[src/rtl/ifetch_pkg.sv]
package ifetch_pkg;

    typedef enum logic [3:0] {
        OP_HALT  = 4'h0,
        OP_NOP   = 4'h1,
        OP_RRMOV = 4'h2,
        OP_IRMOV = 4'h3,
        OP_RMMOV = 4'h4,
        OP_MRMOV = 4'h5,
        OP_ALU   = 4'h6,
        OP_JUMP  = 4'h7,
        OP_CALL  = 4'h8,
        OP_RET   = 4'h9,
        OP_PUSH  = 4'hA,
        OP_POP   = 4'hB
    } opcode_e;

    localparam logic [3:0] NO_REG     = 4'hF;
    localparam logic [3:0] MAX_COND   = 4'h6;
    localparam logic [3:0] MAX_ALUFN  = 4'h3;

    typedef struct packed {
        logic [3:0] code;
        logic [3:0] fn;
        logic       legal;
        logic       has_reg;
        logic       has_const;
    } head_t;

    function automatic logic code_has_reg(input logic [3:0] c);
        case (c)
            OP_RRMOV, OP_IRMOV, OP_RMMOV, OP_MRMOV,
            OP_ALU, OP_PUSH, OP_POP: code_has_reg = 1'b1;
            default:                 code_has_reg = 1'b0;
        endcase
    endfunction

    function automatic logic code_has_const(input logic [3:0] c);
        case (c)
            OP_IRMOV, OP_RMMOV, OP_MRMOV,
            OP_JUMP, OP_CALL: code_has_const = 1'b1;
            default:          code_has_const = 1'b0;
        endcase
    endfunction

    function automatic logic fn_legal(input logic [3:0] c, input logic [3:0] f);
        if (c > OP_POP)
            fn_legal = 1'b0;
        else if (c == OP_RRMOV || c == OP_JUMP)
            fn_legal = (f <= MAX_COND);
        else if (c == OP_ALU)
            fn_legal = (f <= MAX_ALUFN);
        else
            fn_legal = (f == 4'h0);
    endfunction

endpackage

[src/rtl/ifd_opsplit.sv]
module ifd_opsplit
    import ifetch_pkg::*;
(
    input  logic [7:0] byte0,
    output head_t      head
);
    always_comb begin
        head.code      = byte0[7:4];
        head.fn        = byte0[3:0];
        head.legal     = fn_legal(byte0[7:4], byte0[3:0]);
        head.has_reg   = code_has_reg(byte0[7:4]);
        head.has_const = code_has_const(byte0[7:4]);
    end
endmodule

[src/rtl/ifd_fields.sv]
module ifd_fields
    import ifetch_pkg::*;
#(
    parameter int WORD_BYTES = 4
) (
    input  logic [8*(WORD_BYTES+2)-1:0] window,
    input  logic                        has_reg,
    input  logic                        has_const,
    output logic [3:0]                  ra,
    output logic [3:0]                  rb,
    output logic [8*WORD_BYTES-1:0]     valc
);
    localparam int CONST_W = 8 * WORD_BYTES;

    logic [CONST_W-1:0] const_raw;

    // Constant starts one byte later when a register byte is present.
    for (genvar k = 0; k < WORD_BYTES; k++) begin : g_cbyte
        assign const_raw[8*k +: 8] = has_reg ? window[8*(k+2) +: 8]
                                             : window[8*(k+1) +: 8];
    end

    always_comb begin
        ra   = has_reg ? window[15:12] : NO_REG;
        rb   = has_reg ? window[11:8]  : NO_REG;
        valc = has_const ? const_raw : '0;
    end
endmodule

[src/rtl/ifd_nextpc.sv]
module ifd_nextpc #(
    parameter int PC_W       = 32,
    parameter int WORD_BYTES = 4
) (
    input  logic [PC_W-1:0] pc,
    input  logic            has_reg,
    input  logic            has_const,
    output logic [PC_W-1:0] valp
);
    localparam logic [PC_W-1:0] STEP_CONST = PC_W'(WORD_BYTES);

    always_comb begin
        valp = pc + PC_W'(1) + PC_W'(has_reg) + (has_const ? STEP_CONST : '0);
    end
endmodule

[src/rtl/ifetch_core.sv]
module ifetch_core
    import ifetch_pkg::*;
#(
    parameter int PC_W       = 32,
    parameter int WORD_BYTES = 4,
    localparam int WIN_BYTES = WORD_BYTES + 2,
    localparam int CONST_W   = 8 * WORD_BYTES
) (
    input  logic                   clk,
    input  logic                   rst,
    input  logic [8*WIN_BYTES-1:0] fetch_window,
    output logic [PC_W-1:0]        pc,
    output logic [3:0]             icode,
    output logic [3:0]             ifun,
    output logic [3:0]             ra,
    output logic [3:0]             rb,
    output logic [CONST_W-1:0]     valc,
    output logic [PC_W-1:0]        valp,
    output logic                   instr_valid,
    output logic                   halted
);
    head_t head;
    logic  advance;
    logic  stop_now;

    ifd_opsplit u_split (
        .byte0 (fetch_window[7:0]),
        .head  (head)
    );

    ifd_fields #(.WORD_BYTES(WORD_BYTES)) u_fields (
        .window    (fetch_window),
        .has_reg   (head.has_reg),
        .has_const (head.has_const),
        .ra        (ra),
        .rb        (rb),
        .valc      (valc)
    );

    ifd_nextpc #(.PC_W(PC_W), .WORD_BYTES(WORD_BYTES)) u_next (
        .pc        (pc),
        .has_reg   (head.has_reg),
        .has_const (head.has_const),
        .valp      (valp)
    );

    assign icode       = head.code;
    assign ifun        = head.fn;
    assign instr_valid = head.legal;
    assign stop_now    = head.legal && (head.code == OP_HALT);
    assign advance     = head.legal && !stop_now && !halted;

    always_ff @(posedge clk) begin
        if (rst) begin
            pc     <= '0;
            halted <= 1'b0;
        end else begin
            if (advance)
                pc <= valp;
            if (stop_now)
                halted <= 1'b1;
        end
    end

    AST_RESET_PC: assert property (@(posedge clk)
        rst |=> (pc == '0 && !halted));

    AST_PC_STEP: assert property (@(posedge clk) disable iff (rst)
        (instr_valid && icode != 4'h0 && !halted) |=> pc == $past(valp));

    AST_HALT_FREEZE: assert property (@(posedge clk) disable iff (rst)
        halted |=> (halted && $stable(pc)));

    AST_INVALID_HOLD: assert property (@(posedge clk) disable iff (rst)
        !instr_valid |=> $stable(pc));

    AST_NOREG_F: assert property (@(posedge clk) disable iff (rst)
        (icode inside {4'h0, 4'h1, 4'h7, 4'h8, 4'h9}) |-> (ra == 4'hF && rb == 4'hF));

    AST_LEN_SET: assert property (@(posedge clk) disable iff (rst)
        instr_valid |-> ((valp - pc) inside {PC_W'(1), PC_W'(2), PC_W'(5), PC_W'(6)}));

endmodule

[config.mk]
export PLATFORM = sky130hd
export DESIGN_NAME = ifetch_core
export DESIGN_NICKNAME = d
export VERILOG_FILES = /design/src/rtl/ifetch_pkg.sv /design/src/rtl/ifd_opsplit.sv /design/src/rtl/ifd_fields.sv /design/src/rtl/ifd_nextpc.sv /design/src/rtl/ifetch_core.sv
export SDC_FILE = /design/constraint.sdc
export NUM_CORES = 1
export LEC_CHECK = 0
export BUFFER_PORTS_ARGS = -buffer_cell sky130_fd_sc_hd__buf_2
export CAP_MARGIN = 20
export CORE_MARGIN = 2
export CORE_UTILIZATION = 45
export DETAILED_ROUTE_END_ITERATION = 7
export GPL_TIMING_DRIVEN = 0
export PLACE_DENSITY_LB_ADDON = 0.05
export SYNTH_ARGS = -nofsm -noshare
export SYNTH_HDL_FRONTEND = slang
export SYNTH_SLANG_ARGS = --single-unit
[constraint.sdc]
create_clock -name clk -period 9.9 [get_ports clk]
set_input_delay 1.98 -clock clk [delete_from_list [all_inputs] [get_ports clk]]
set_output_delay 1.98 -clock clk [all_outputs]
set_load 0.1 [all_outputs]
==> qor.yml <==
drt:
  drtPass1Iterations: 4
  vias: 3427
  routed_wire_length_per_instance_um: 13.7
  ant_nets: 0
  first_iter_violations: 184
  vias_per_cell: 5.28
  drt_wl_total_mm: 8.91
  drc: 0
logic_synthesis:
  syn_nets: 458
  yosysTopAreaCellShare_pct: 23.9
  ys_top_cells_by_area: "dfxtp_1 24%, nand2_1 11%, a21oi_1 10%"
  synth-edff-count: 0
  ys_async_sr_fraction_pct: 0
  ys_ff_latch: 33
  postSynthAreaPerCell_um2: 6.85
  netlist_area_um2: 2770
  ys_top_cells_by_count: "84 x nand2_1, 58 x a21oi_1, 33 x dfxtp_1"
  yosysTopAreaCell: "dfxtp_1"
  yosysWarnings: 0
  synthDistinctLibCells: 43
  syn_inst: 404
  synthFlopType: "dfxtp_1"
  post-synth-top-count-cell: "nand2_1"
  ys_seq_area_share_pct: 23.9
final_layout:
  final_layout_size_suffix_gt1_share_pct: 33.4
  synthToLayoutAreaGrowth_pct: 35.6
  diodes: 0
  nets: 627
  n_fill_cell: 581
  final_area_um2: 3750
sta:
  period_needed_ps: 7420
  maxSlewHeadroom_pct: 55.0
  setup-tns-final_ps: 0
  drv_slew: 0
  hold_slack_ps: 504
  post-route-period-util_pct: 74.9
  skew_ps: 8.68
  rsz0062_at_grt: "no"
  max_freq_mhz: 135
  final_hold_viol_count: 0
  worst_pin_slew_ps: 673
  setup_violations: 0
status:
  run_status: "finished clean"
worst_hold_path:
  holdCritPathClass: "flop to flop"
pwr:
  power_density_nw_per_um2: 112
  p_leak_nw: 1.85
  vdd_ir_drop_max_uv: 72.2
global_routing:
  grt_overflow: 0
  grt_pass1_vias: 2812
  grt_usage_pct: 25.2
  grt_max_degree: 12
  grt_pass1_wl_mm: 13.3
  antenna_found_initial: 0
critical_path:
  crit_path_top_delay_cell: "a211oi_1"
  arrival_ps: 5440
  crit_path_start_kind: "input pin"
  cp_max_fo: 10
  cp.required_ps: 7920
  slowest_delay_ps: 560
  path_cells: "buf_2, nor3b_1, a21oi_1, nor2_1, a31oi_1, clkbuf_1, inv_1, ha_1, nand3b_1, a211oi_1, nand2_1, nor2_1, xor2_1, buf_2"
  critical_path_class: "input pin to output pin"
  critPathTopFamily: "compound AO/OA/AOI/OAI gates"
  cp_num_buf_inv: 4
  worstSetupEndpointType: "output pin"
floorplanning:
  die_area_um2: 6790
  core_um2: 5920
  num_rows: 28
  ios: 164
  initial_core_util_pct: 46.7
  die_y_um: 82.4
  dieWidth_um: 82.4
placed_design:
  placed_cell_area_um2: 3670
  dp.final_hpwl_mm: 6.94
  globalplace.congestion: 0.859
  io_buffers: 162
clock_network:
  cts_hold_buffers: 0
  clk_latency_ps: 290
  cts_setup_buffers: 0
  cts_tree: "yes"
  clock-sinks: 33
  ctsResizeCount: 0
  htreeDepth: 2
  numCtsBuffers: 5
  clk_path_buf_depth: 2
  cts_root_buffer: "clkbuf_8"
  clk_pin_slew_ps: 70
run:
  max-cap-violations: 0
power breakdown:
| group | internal, mW | switching [mW] | total, mW |
|---|---|---|---|
| Clock | 0.0500 | 0.0494 | 0.0994 |
| Combinational | 0.0331 | 0.155 | 0.188 |
| Sequential | 0.133 | 0.000616 | 0.134 |
| Total | 0.216 | 0.205 | 0.421 |
state kept, by name (all words and copies together) (netlist names):
register and cells:
halted 1, pc 32
worst paths after layout:
path,slack (ps),end,startpoint,depth (start not counted)
worst max register to register,7470,pc[28],pc[0],9
worst min register to register,500,pc[30],pc[30],2
worst min-delay path,500,pc[30],pc[30],2
worst max-delay path,2480,valp[25],fetch_window[7],14
cells in the final DEF, fill, tap and decap left out, drive strengths merged, types with 6 or more instances in the layout:
master    n
a21oi    59
nor3      7
xnor2    20
nand2    84
nand2b   11
dfxtp    33
o21ai    18
buf     180
or4      10
xor2     16
inv       7
o31ai     6
or3      13
nand3    14
clkbuf   23
nor2     26
nand4    12
stage by stage:
stage,setup WS (ps),util (%),cells,power (mW)
2_1_floorplan,2190,-,404,0.289
3_5_place_dp,2500,62.0,641,0.325
5_1_grt,2200,63.4,649,0.441
3_3_place_gp,2560,62.0,641,0.324
4_1_cts,2490,63.4,649,0.423
6_report,2480,63.4,649,0.421
cell type report:
class | count | area (um2) | area share (%)
Sequential cell | 33 | 661 | 17.6
Inverter | 8 | 30.0 | 0.800
Timing Repair Buffer | 162 | 811 | 21.6
Tap cell | 75 | 93.8 | 2.50
Buffer | 33 | 168 | 4.47
Clock buffer | 8 | 80.1 | 2.13
Multi-Input combinational cell | 330 | 1910 | 50.9
worst min-delay path, stage by stage (launching register included):
cell and delay, ps:
dfxtp_1 330, o31ai_1 70, a21oi_1 60
logic make-up after synthesis:
kind of cell | count (synthesis) | synth area share [%]
simple gates | 195 | 36.3
compound gates | 95 | 19.5
flops | 33 | 23.9
fa+ha+maj | 4 | 1.81
buf+inv | 41 | 7.14
xor+xnor | 36 | 11.4
metal layers:
metal  share of wire, %  wire [um]  track usage [%]
met1                 45       4020             35.9
met2                 46       4110             39.2
met3                7.5        671             3.80
met4                1.2        108             6.83
met5                  0          0                0
Power figures use the tool's default switching activity.
